### config.mk
export PLATFORM = sky130hd
export DESIGN_NAME = dds_word_decoder
export DESIGN_NICKNAME = d
export VERILOG_FILES = /design/src/rtl/dds_dec_pkg.sv /design/src/rtl/dds_word_route.sv /design/src/rtl/dds_freq_slot.sv /design/src/rtl/dds_phase_bank.sv /design/src/rtl/dds_word_decoder.sv
export SDC_FILE = /design/constraint.sdc
export NUM_CORES = 1
export LEC_CHECK = 0
export BUFFER_PORTS_ARGS = -buffer_cell sky130_fd_sc_hd__buf_2
export CORE_UTILIZATION = 24
export CTS_BUF_LIST = sky130_fd_sc_hd__clkbuf_16
export DETAILED_ROUTE_END_ITERATION = 16
export PLACE_DENSITY = 0.43
export SETUP_SLACK_MARGIN = 0.1
export SKIP_LAST_GASP = 1
export SLEW_MARGIN = 15
export SYNTH_ARGS = -nofsm -noshare
export SYNTH_HDL_FRONTEND = slang
export SYNTH_HIERARCHICAL = 1
export SYNTH_SLANG_ARGS = --single-unit
### constraint.sdc
create_clock -name clk -period 2.2 [get_ports clk]
set_clock_uncertainty 0.05 [all_clocks]
set_input_delay 0.66 -clock clk [delete_from_list [all_inputs] [get_ports clk]]
set_output_delay 0.66 -clock clk [all_outputs]
set_load 0.005 [all_outputs]
### src/rtl/dds_dec_pkg.sv
package dds_dec_pkg;
  typedef enum logic [1:0] {
    RT_CTRL  = 2'b00,
    RT_FREQ0 = 2'b01,
    RT_FREQ1 = 2'b10,
    RT_PHASE = 2'b11
  } route_e;
endpackage

### src/rtl/dds_word_route.sv
module dds_word_route
  import dds_dec_pkg::*;
#(
  parameter int WORD_W = 16,
  parameter int HALF_W = 14,
  parameter int PH_W   = 12,
  parameter int NUM_PH = 2
) (
  input  logic              take,
  input  logic [WORD_W-1:0] word,
  output logic              ctrl_we,
  output logic              ctrl_full,
  output logic              ctrl_half,
  output logic [1:0]        freq_we,
  output logic [HALF_W-1:0] freq_data,
  output logic [NUM_PH-1:0] phase_we,
  output logic [PH_W-1:0]   phase_data
);
  localparam int SEL_BIT = WORD_W - 3;

  route_e route;

  always_comb begin
    route      = route_e'(word[WORD_W-1 -: 2]);
    ctrl_we    = take && (route == RT_CTRL);
    ctrl_full  = word[WORD_W-3];
    ctrl_half  = word[WORD_W-4];
    freq_we[0] = take && (route == RT_FREQ0);
    freq_we[1] = take && (route == RT_FREQ1);
    freq_data  = word[HALF_W-1:0];
    phase_data = word[PH_W-1:0];
    phase_we   = '0;
    if (take && (route == RT_PHASE))
      phase_we[word[SEL_BIT]] = 1'b1;
  end
endmodule

### src/rtl/dds_freq_slot.sv
module dds_freq_slot #(
  parameter int HALF_W = 14
) (
  input  logic                clk,
  input  logic                rst_n,
  input  logic                we,
  input  logic                rearm,
  input  logic                full_mode,
  input  logic                half_sel,
  input  logic [HALF_W-1:0]   data,
  output logic [2*HALF_W-1:0] value
);
  logic [HALF_W-1:0] lo_q, hi_q;
  logic              expect_hi_q;
  logic              put_hi;

  always_comb begin
    put_hi = full_mode ? expect_hi_q : half_sel;
  end

  always_ff @(posedge clk or negedge rst_n) begin
    if (!rst_n) begin
      lo_q        <= '0;
      hi_q        <= '0;
      expect_hi_q <= 1'b0;
    end else begin
      if (rearm) begin
        expect_hi_q <= 1'b0;
      end else if (we) begin
        if (put_hi) hi_q <= data;
        else        lo_q <= data;
        if (full_mode) expect_hi_q <= ~expect_hi_q;
      end
    end
  end

  assign value = {hi_q, lo_q};
endmodule

### src/rtl/dds_phase_bank.sv
module dds_phase_bank #(
  parameter int PH_W   = 12,
  parameter int NUM_PH = 2
) (
  input  logic                        clk,
  input  logic                        rst_n,
  input  logic [NUM_PH-1:0]           we,
  input  logic [PH_W-1:0]             data,
  output logic [NUM_PH-1:0][PH_W-1:0] value
);
  for (genvar g = 0; g < NUM_PH; g++) begin : g_ph
    always_ff @(posedge clk or negedge rst_n) begin
      if (!rst_n)     value[g] <= '0;
      else if (we[g]) value[g] <= data;
    end
  end
endmodule

### src/rtl/dds_word_decoder.sv
module dds_word_decoder #(
  parameter int WORD_W = 16,
  parameter int HALF_W = 14,
  parameter int PH_W   = 12
) (
  input  logic                clk,
  input  logic                rst_n,
  input  logic                in_valid,
  output logic                in_ready,
  input  logic [WORD_W-1:0]   in_word,
  output logic [2*HALF_W-1:0] freq0_o,
  output logic [2*HALF_W-1:0] freq1_o,
  output logic [PH_W-1:0]     phase0_o,
  output logic [PH_W-1:0]     phase1_o,
  output logic                full_mode_o,
  output logic                half_sel_o
);
  localparam int NUM_F  = 2;
  localparam int NUM_PH = 2;
  localparam int FW     = 2 * HALF_W;

  logic                        take;
  logic                        ctrl_we, ctrl_full, ctrl_half;
  logic [NUM_F-1:0]            freq_we;
  logic [HALF_W-1:0]           freq_data;
  logic [NUM_PH-1:0]           phase_we;
  logic [PH_W-1:0]             phase_data;
  logic [NUM_F-1:0][FW-1:0]    freq_val;
  logic [NUM_PH-1:0][PH_W-1:0] phase_val;
  logic                        full_q, half_q;

  assign in_ready = 1'b1;
  assign take     = in_valid && in_ready;

  dds_word_route #(
    .WORD_W(WORD_W), .HALF_W(HALF_W), .PH_W(PH_W), .NUM_PH(NUM_PH)
  ) route_i (
    .take      (take),
    .word      (in_word),
    .ctrl_we   (ctrl_we),
    .ctrl_full (ctrl_full),
    .ctrl_half (ctrl_half),
    .freq_we   (freq_we),
    .freq_data (freq_data),
    .phase_we  (phase_we),
    .phase_data(phase_data)
  );

  always_ff @(posedge clk or negedge rst_n) begin
    if (!rst_n) begin
      full_q <= 1'b0;
      half_q <= 1'b0;
    end else if (ctrl_we) begin
      full_q <= ctrl_full;
      half_q <= ctrl_half;
    end
  end

  for (genvar g = 0; g < NUM_F; g++) begin : g_freq
    dds_freq_slot #(.HALF_W(HALF_W)) slot_i (
      .clk      (clk),
      .rst_n    (rst_n),
      .we       (freq_we[g]),
      .rearm    (ctrl_we),
      .full_mode(full_q),
      .half_sel (half_q),
      .data     (freq_data),
      .value    (freq_val[g])
    );
  end

  dds_phase_bank #(.PH_W(PH_W), .NUM_PH(NUM_PH)) phase_i (
    .clk  (clk),
    .rst_n(rst_n),
    .we   (phase_we),
    .data (phase_data),
    .value(phase_val)
  );

  assign freq0_o     = freq_val[0];
  assign freq1_o     = freq_val[1];
  assign phase0_o    = phase_val[0];
  assign phase1_o    = phase_val[1];
  assign full_mode_o = full_q;
  assign half_sel_o  = half_q;
endmodule

==> metrics.yaml, run 1 <==
drive_gt1_share_pct: 69.3
antenna_found_initial: 0
cp_top_family: "multiplexers"
power_frac_seq_pct: 44.2
worst_setup_path_start_kind: "flip-flop"
vias_per_cell: 4.03
rsz0062_at_grt: "false"
rows: 45
p_switching_mw: 1.54
cts_buffers: 9
seq_area_frac_synth_pct: 56.2
clk_pin_slew_ns: 0.06
reg2reg_to: "g_freq[0].slot_i/lo_q[11]$_DFFE_PN0P_"
crit_end: "g_freq[0].slot_i/lo_q[11]$_DFFE_PN0P_"
detail-route-antenna-nets: 0
status: "complete, no violations"
period_needed_ns: 1.81
p_clk_share_pct: 26.2
diodes: 0
pwr-share-comb_pct: 29.6
grt_pass1_wl_um: 13100
post-place-ws_ns: 0.0847
synth_cells: 219
place_hpwl_um: 5790
drc: 0
p_int_mw: 4.09
die_y_um: 127
setup_viol_count_final: 0
max_freq_mhz: 553
syn_area_um2: 3740
clock_latency_ns: 0.34
crit_chain: "mux2i_2 > nand3b_4 > mux2_4"
clockBufferDepth: 2
place_congestion: 0.661
critical-path-max-stage-delay_ns: 0.48
ys_ff_latch: 84
grt_max_degree: 85
critPathMaxFanout: 14
drt_first_iter_violations: 60
post_cts_buffers: 0
crit_arrival_ns: 1.98
die_w_um: 127
finalSetupTns_ns: 0
critPathSlowestCell: "dfrtp_1"
switching_share_pct: 27.4
cp-end-kind: "flip-flop"
vias: 2002
crit_buf_inv: 0
h-tree-depth: 3
tritoncts: "done"
rr_worst_depth: 3
worstSetupStartpoint: "full_mode_o$_DFFE_PN0P_"
yosysTopAreaCell: "dfrtp_1"
p_per_area_nw_per_um2: 1230
io_buffers: 100
global_route.overflow_total: 0
hold_viol_final: 0
yosys-top-cells-count: "84 x dfrtp_1, 60 x mux2_4, 29 x buf_4"
r2r_slack_ns: 0.39
cts_sinks: 84
async_flop_share_pct: 100
reg2reg_from: "full_mode_o$_DFFE_PN0P_"
grt.total_usage_pct: 11.2
path_class: "reg -> reg"
syn_avg_cell_area_um2: 17.1
whs_ns: 0.309
vdd_drop_max_mv: 0.375
floorplan.initialDensity_pct: 24.6
yosysWarnings: 6
power_mw: 5.63
ios: 102
synthFlopType: "dfrtp_1"
grt_pass1_vias: 2156
area_growth_syn_to_layout_pct: 22.2
post-route-period-util_pct: 82.2
synth-edff-count: 0
hold_buffers: 0
synthTopCellsByArea: "dfrtp_1 56%, mux2_4 24%, mux2_2 6.6%"
p_leak_nw: 2.26
cp.required_ns: 2.37
slew_viol_final: 0
yosysMostFrequentCell: "dfrtp_1"
firstDrtPassIters: 4
cts-root-buf: "clkbuf_16"
core_um2: 15200
dieArea_um2: 16100
wl_per_cell_um: 16.9
hp-class: "in -> async"
cap_violations: 0
synth_cell_types: 17
synth_top_area_share_pct: 56.2
totalWireLength_um: 8380
n_fill_cell: 1543
ctsResizeCount: 0
setup_ws_ns: 0.392
nets: 323
syn_nets: 238
path_depth: 3
==> state kept, by name, indices dropped and copies added, names as in the netlist <==
| signal | count |
|---|---|
| g_freq.slot_i/expect_hi_q | 2 |
| g_freq.slot_i/hi_q | 28 |
| phase_i/value | 24 |
| full_mode_o | 1 |
| g_freq.slot_i/lo_q | 28 |
| half_sel_o | 1 |
==> final cells by class <==
| type | count | area, µm² | area share [%] |
|---|---|---|---|
| Sequential cell | 84 | 2100 | 46.0 |
| Multi-Input combinational cell | 100 | 1340 | 29.4 |
| Clock buffer | 9 | 225 | 4.93 |
| Timing Repair Buffer | 109 | 608 | 13.3 |
| Tap cell | 188 | 235 | 5.15 |
| Clock inverter | 7 | 58.8 | 1.29 |
==> cells by family (layout without fill, tap and decap cells) <==
logic type / Yosys count / count (layout) / share of synthesized area [%]
muxes: 84 / 84 / 31.4
DFF: 84 / 84 / 56.2
buffers and inverters: 35 / 125 / 8.09
and+or+nand+nor: 13 / 13 / 3.74
xor gates and xnor gates: 2 / 2 / 0.468
other: 1 / 1 / 0.100
==> per-stage QoR <==
step / std cells / area [µm²] / utilization (%)
2_1_floorplan: 219 / 3750 / -
3_3_place_gp: 481 / 4290 / 28.2
3_5_place_dp: 481 / 4290 / 28.2
4_1_cts: 497 / 4570 / 30.1
5_1_grt: 497 / 4570 / 30.1
6_report: 497 / 4570 / 30.1
==> power groups by stage <==
stage,Sequential [mW],Clock [mW],Combinational (mW)
after CTS,2.50,1.53,1.71
after floorplan,2.51,0,0.896
after detailed placement,2.52,0,1.70
final,2.49,1.48,1.67
after global routing,2.57,1.60,1.81
after global placement,2.51,0,1.69
==> how the worst min path moves through the flow <==
stage | to | cells after the start
floorplan | full_mode_o$_DFFE_PN0P_ | 0
global placement | phase_i/value[23]$_DFFE_PN0P_ | 1
detailed placement | g_freq[1].slot_i/hi_q[4]$_DFFE_PN0P_ | 1
CTS | phase_i/value[18]$_DFFE_PN0P_ | 2
global route | g_freq[1].slot_i/lo_q[6]$_DFFE_PN0P_ | 2
finish | g_freq[1].slot_i/lo_q[10]$_DFFE_PN0P_ | 2
==> layer usage <==
metal / wire length (µm) / up-vias / GRT usage (%)
met3: 426 / 12 / 3.37
met2: 3690 / 60 / 16.1
met5: 0 / - / 0
li1: - / 900 / -
met1: 4070 / 1030 / 15.1
met4: 187 / 0 / 6.09
==> placed cells by master, fill, tap and decap left out, drive strengths merged <==
cell type,n
clkinvlp,1
mux2,82
and3b,2
nor3b,3
clkinv,4
dfrtp,84
xor2,2
nand2,2
and4b,1
buf,109
inv,1
bufinv,1
nand3b,2
mux2i,2
conb,1
clkbuf,9
nor2,2
and4,1
Power figures use the tool's default switching activity.
==> run 2: changes to the inputs <==
--- a/config.mk
+++ b/config.mk
@@ -9,7 +9,7 @@
 export CORE_UTILIZATION = 24
 export CTS_BUF_LIST = sky130_fd_sc_hd__clkbuf_16
 export DETAILED_ROUTE_END_ITERATION = 16
-export PLACE_DENSITY = 0.43
+export PLACE_DENSITY = 0.44
 export SETUP_SLACK_MARGIN = 0.1
 export SKIP_LAST_GASP = 1
 export SLEW_MARGIN = 15
==> constraint.sdc (replaced) <==
create_clock -name clk -period 1.6 [get_ports clk]
set_clock_uncertainty 0.05 [all_clocks]
set_input_delay 0.48 -clock clk [delete_from_list [all_inputs] [get_ports clk]]
set_output_delay 0.48 -clock clk [all_outputs]
set_load 0.005 [all_outputs]
==> metrics.yaml, run 2 (synthesized netlist as in run 1, its figures left out) <==
wl_per_cell_um: 16.9  # +0.24%
grt_pass1_vias: 2216  # +2.8%
ios: 102  # unchanged
layout_common_cells: "98 x buf_2, 82 x dfrtp_1, 68 x mux2_4, 14 x mux2_2"
drc: 0  # unchanged
die_y_um: 127  # unchanged
reg2reg_from: "full_mode_o$_DFFE_PN0P_"
vdd_drop_max_mv: 0.718  # +91%
cp_top_family: "multiplexers"
critPathMaxFanout: 10  # -4
p_per_area_nw_per_um2: 1640  # +33%
place_congestion: 0.669  # +1.2%
crit_end: "g_freq[1].slot_i/hi_q[2]$_DFFE_PN0P_"
cp-end-kind: "flip-flop"
cap_violations: 0  # unchanged
drt_first_iter_violations: 57  # -5.0%
dpl_cell_area_um2: 4490  # +4.8%
core_um2: 15200  # unchanged
stdcell_area_um2: 4840  # +5.8%
hold_buffers: 0  # unchanged
vias_per_cell: 4.00  # -0.60%
final_cells: 510  # +2.6%
rows: 45  # unchanged
dieArea_um2: 16100  # unchanged
clockBufferDepth: 2  # unchanged
rr_worst_depth: 4  # +1
path_class: "reg -> reg"
layout_commonest_cell: "buf_2"
period_needed_ns: 1.63  # -0.177 ns
post-route-period-util_pct: 102  # +20 points
hp-class: "in -> async"
area_growth_syn_to_layout_pct: 29.3
drive_gt1_share_pct: 71.1  # +1.9 points
diodes: 0  # unchanged
antenna_found_initial: 0  # unchanged
grt_pass1_wl_um: 13600  # +3.8%
vias: 2042  # +2.0%
hold_viol_final: 0  # unchanged
grt_max_degree: 85  # unchanged
cp.required_ns: 1.77  # -0.60 ns
worstSetupStartpoint: "full_mode_o$_DFFE_PN0P_"
reg2reg_to: "g_freq[1].slot_i/hi_q[2]$_DFFE_PN0P_"
failed_checks: "negative setup slack"
die_w_um: 127  # unchanged
setup_viol_count_final: 9  # +9
totalWireLength_um: 8620  # +2.9%
floorplan.initialDensity_pct: 24.6  # unchanged
grt.total_usage_pct: 11.7  # +0.41 points
nets: 336  # +4.0%
critical-path-max-stage-delay_ns: 0.47  # about the same
crit_arrival_ns: 1.81  # -0.17 ns
h-tree-depth: 3  # unchanged
firstDrtPassIters: 3  # -1
max_freq_mhz: 613  # +11%
global_route.overflow_total: 0  # unchanged
reg_top3: "g_freq.slot_i/hi_q (28), g_freq.slot_i/lo_q (28), phase_i/value (24)"
critPathSlowestCell: "dfrtp_2"
p_leak_nw: 2.40  # +6.3%
detail-route-antenna-nets: 0  # unchanged
rsz0062_at_grt: "true"
status: "finished, violations left"
cts_buffers: 9  # unchanged
finalSetupTns_ns: -0.164  # -0.164 ns
crit_chain: "mux2i_4 > nor3b_4 > buf_12 > mux2_2"
cts_sinks: 84  # unchanged
dp.cells: 492  # +2.3%
crit_buf_inv: 1  # +1
clk_pin_slew_ns: 0.06  # about the same
path_depth: 4  # +1
clock_latency_ns: 0.34  # about the same
worst_setup_path_start_kind: "flip-flop"
io_buffers: 100  # unchanged
slew_viol_final: 0  # unchanged
r2r_slack_ns: -0.03  # -0.42 ns
tritoncts: "done"
place_hpwl_um: 5950  # +2.7%
cts-root-buf: "clkbuf_16"
setup_ws_ns: -0.0310  # -0.423 ns
## run 2: changes by cell type in the layout (fill, tap and decap cells not counted), moves of 2 or more
cell	previous run	this run
mux2_2	22	14
buf_12	3	11
mux2i_2	2	0
mux2i_4	0	2
buf_4	7	11
dfrtp_2	0	2
dfrtp_1	84	82
buf_6	0	2
mux2_4	60	68
## run 2: worst min path at each step
stage / end / start / cells past startpoint / slack, ns
after global placement: g_freq[1].slot_i/lo_q[0]$_DFFE_PN0P_ / g_freq[1].slot_i/lo_q[0]$_DFFE_PN0P_ / 1 / 0.44
after detailed placement: g_freq[0].slot_i/lo_q[8]$_DFFE_PN0P_ / g_freq[0].slot_i/lo_q[8]$_DFFE_PN0P_ / 1 / 0.44
after floorplan: full_mode_o$_DFFE_PN0P_ / rst_n / 0 / 0.13
after CTS: phase_i/value[2]$_DFFE_PN0P_ / rst_n / 2 / 0.13
after global routing: g_freq[0].slot_i/lo_q[1]$_DFFE_PN0P_ / rst_n / 2 / 0.16
final: g_freq[0].slot_i/lo_q[1]$_DFFE_PN0P_ / rst_n / 2 / 0.12
## run 2: worst register-to-register path: stages, from the launching register on
cell and delay, ns:
dfrtp_2 0.47, mux2i_4 0.23, nor3b_4 0.24, buf_12 0.19, mux2_2 0.34
## run 2: per-stage QoR
stage	worst slack (ns)	hold WS [ns]	utilization, %	total power [mW]
final	-0.0310	0.118	31.8	7.91
after global routing	-0.0887	0.158	31.8	8.42
after CTS	-0.0502	0.133	31.8	8.07
after detailed placement	-0.273	0.438	29.5	5.90
after global placement	-0.237	0.439	29.5	5.86
after floorplan	-0.144	0.134	-	4.73
## run 2: layout make-up
class	instances	area [µm²]
Timing Repair Buffer	122	816
Clock buffer	9	225
Multi-Input combinational cell	100	1400
Clock inverter	7	60.1
Tap cell	188	235
Fill cell	1517	10400
Sequential cell	84	2100
## run 2: timing repair
action	in CTS	in global routing
setup endpoints to repair	58	58
setup buffers	2	0
resized for setup	8	2
pin swaps	1	0
## run 2: report_power, final
part | total (mW) | switching (mW) | internal (mW)
clock | 2.02 | 0.833 | 1.19
sequential | 3.43 | 0.493 | 2.94
combinational | 2.45 | 0.814 | 1.64
total | 7.91 | 2.14 | 5.77
## run 2: layer usage
metal	track usage, %	share of wire [%]	up-vias
met5	0	0	-
met4	4.83	1.7	0
met3	4.09	5.8	9
met2	17.5	45	63
met1	15.2	47	1044
li1	-	-	926
==> run 3: changes to the inputs <==
--- a/config.mk
+++ b/config.mk
@@ -10,6 +10,7 @@
 export CTS_BUF_LIST = sky130_fd_sc_hd__clkbuf_16
 export DETAILED_ROUTE_END_ITERATION = 16
 export PLACE_DENSITY = 0.44
+export REMOVE_ABC_BUFFERS = 1
 export SETUP_SLACK_MARGIN = 0.1
 export SKIP_LAST_GASP = 1
 export SLEW_MARGIN = 15
==> metrics.yaml, run 3 (synthesized netlist as in run 1, its figures left out) <==
diodes: 0  # unchanged
cap_violations: 0  # unchanged
cts_buffers: 9  # unchanged
n_fill_cell: 1524  # +0.46%
firstDrtPassIters: 4  # +1
slew_viol_final: 0  # unchanged
dpl_cell_area_um2: 4410  # -1.8%
r2r_slack_ns: -0.02  # about the same
cts_sinks: 84  # unchanged
h-tree-depth: 3  # unchanged
p_leak_nw: 2.36  # -1.6%
final_cells: 505  # -0.98%
whs_ns: 0.0524  # -0.0652 ns
grt_pass1_wl_um: 13800  # +1.6%
setup_ws_ns: -0.0169  # +0.0141 ns
grt_max_degree: 52  # -39%
grt.total_usage_pct: 11.7  # +0.028 points
reg2reg_from: "full_mode_o$_DFFE_PN0P_"
reg_top3: "g_freq.slot_i/hi_q (28), g_freq.slot_i/lo_q (28), phase_i/value (24)"
hp-class: "in -> async"
ios: 102  # unchanged
rr_worst_depth: 4  # unchanged
failed_checks: "negative setup slack"
wl_per_cell_um: 17.3  # +2.1%
critPathMaxFanout: 7  # -3
p_int_mw: 6.03  # +4.4%
grt_pass1_vias: 2200  # -0.72%
hold_viol_final: 0  # unchanged
die_y_um: 127  # unchanged
pwr-share-comb_pct: 29.9  # -1.1 points
vias: 2025  # -0.83%
totalWireLength_um: 8710  # +1.1%
cp-end-kind: "flip-flop"
path_class: "reg -> reg"
period_needed_ns: 1.62  # -0.0141 ns
dp.cells: 490  # -0.41%
rows: 45  # unchanged
status: "finished, violations left"
antenna_found_initial: 0  # unchanged
core_um2: 15200  # unchanged
vias_per_cell: 4.01  # +0.15%
stdcell_area_um2: 4790  # -0.98%
rsz0062_at_grt: "true"
io_buffers: 100  # unchanged
global_route.overflow_total: 0  # unchanged
p_switching_mw: 2.17  # +1.5%
layout_commonest_cell: "buf_2"
setup_viol_count_final: 12  # +3
hold_buffers: 0  # unchanged
cp.required_ns: 1.77  # about the same
drive_gt1_share_pct: 70.7  # -0.46 points
max_freq_mhz: 618  # +0.87%
drc: 0  # unchanged
floorplan.initialDensity_pct: 24.6  # unchanged
die_w_um: 127  # unchanged
clockBufferDepth: 2  # unchanged
clock_latency_ns: 0.34  # about the same
worst_setup_path_start_kind: "flip-flop"
place_congestion: 0.674  # +0.79%
dieArea_um2: 16100  # unchanged
clk_pin_slew_ns: 0.06  # about the same
p_per_area_nw_per_um2: 1710  # +4.7%
cts-root-buf: "clkbuf_16"
place_hpwl_um: 6410  # +7.7%
detail-route-antenna-nets: 0  # unchanged
drt_first_iter_violations: 45  # -21%
reg2reg_to: "g_freq[0].slot_i/hi_q[6]$_DFFE_PN0P_"
switching_share_pct: 26.5  # -0.56 points
nets: 332  # -1.2%
post-route-period-util_pct: 101  # -0.88 points
layout_common_cells: "99 x buf_2, 83 x dfrtp_1, 64 x mux2_4, 18 x mux2_2"
power_frac_seq_pct: 41.6  # -1.8 points
p_clk_share_pct: 28.5  # +2.9 points
post_cts_buffers: 0  # -2
crit_arrival_ns: 1.79  # -0.02 ns
tritoncts: "done"
area_growth_syn_to_layout_pct: 28.0
vdd_drop_max_mv: 0.665  # -7.4%
run 3: changes by cell type in the layout (fill, tap and decap cells not counted), sizes merged:
| cell | previous run | this run |
|---|---|---|
| clkinvlp | 0 | 1 |
| inv | 2 | 1 |
| bufinv | 1 | 3 |
| clkinv | 4 | 1 |
| buf | 122 | 118 |
run 3: final cells by class:
class                   count  area (µm²)  area share (%)
clock buffers               9         225            4.70
multi-input cells         100        1380            28.7
clock inverters             6         105            2.19
repair buffers            118         746            15.6
flip-flops and latches     84        2100            43.9
well taps                 188         235            4.91
run 3: routing by layer:
| metal | up-vias | track usage [%] | share of wire, % |
|---|---|---|---|
| met4 | 0 | 4.41 | 1.2 |
| met5 | - | 0 | 0 |
| met2 | 63 | 17.6 | 46 |
| met1 | 1032 | 15.3 | 47 |
| li1 | 920 | - | - |
| met3 | 10 | 4.26 | 6.1 |
run 3: how the worst max path moves through the flow:
stage,cells past startpoint,end,slack (ns),startpoint
after CTS,4,g_freq[0].slot_i/lo_q[0]$_DFFE_PN0P_,-0.003,full_mode_o$_DFFE_PN0P_
after global routing,4,g_freq[0].slot_i/hi_q[6]$_DFFE_PN0P_,-0.06,full_mode_o$_DFFE_PN0P_
final,4,g_freq[0].slot_i/hi_q[6]$_DFFE_PN0P_,-0.02,full_mode_o$_DFFE_PN0P_
after floorplan,3,g_freq[0].slot_i/lo_q[1]$_DFFE_PN0P_,-0.69,in_word[14]
after global placement,6,g_freq[1].slot_i/hi_q[0]$_DFFE_PN0P_,-0.24,in_valid
after detailed placement,5,g_freq[0].slot_i/hi_q[0]$_DFFE_PN0P_,-0.25,in_word[15]
run 3: what timing repair did:
| item | CTS | global route |
|---|---|---|
| pin swaps | 0 | 2 |
| gates cloned | 0 | 0 |
| setup endpoints to repair | 57 | 57 |
| resized for setup | 2 | 8 |
run 3: power groups by stage:
stage          registers, mW  logic (mW)  clock network [mW]
3_3_place_gp            3.42        2.44                   0
4_1_cts                 3.41        2.47                2.43
6_report                3.41        2.45                2.33
5_1_grt                 3.54        2.68                2.50
2_1_floorplan           3.46        1.15                   0
3_5_place_dp            3.42        2.46                   0
run 3: worst max-delay path: stages, from the launching register on:
cell and delay (ns):
dfrtp_2 0.46, mux2i_4 0.22, nor3b_4 0.26, buf_6 0.20
mux2_4 0.31
run 3: through the flow:
| stage | utilization [%] | worst slack (ns) | setup TNS (ns) | total power [mW] |
|---|---|---|---|---|
| 2_1_floorplan | - | -0.689 | -33.87 | 4.61 |
| 3_3_place_gp | 29.0 | -0.242 | -12.15 | 5.86 |
| 3_5_place_dp | 29.0 | -0.254 | -12.29 | 5.88 |
| 4_1_cts | 31.3 | -0.00265 | -0.00322 | 8.30 |
| 5_1_grt | 31.5 | -0.0570 | -0.962 | 8.71 |
| 6_report | 31.5 | -0.0169 | -0.124 | 8.20 |
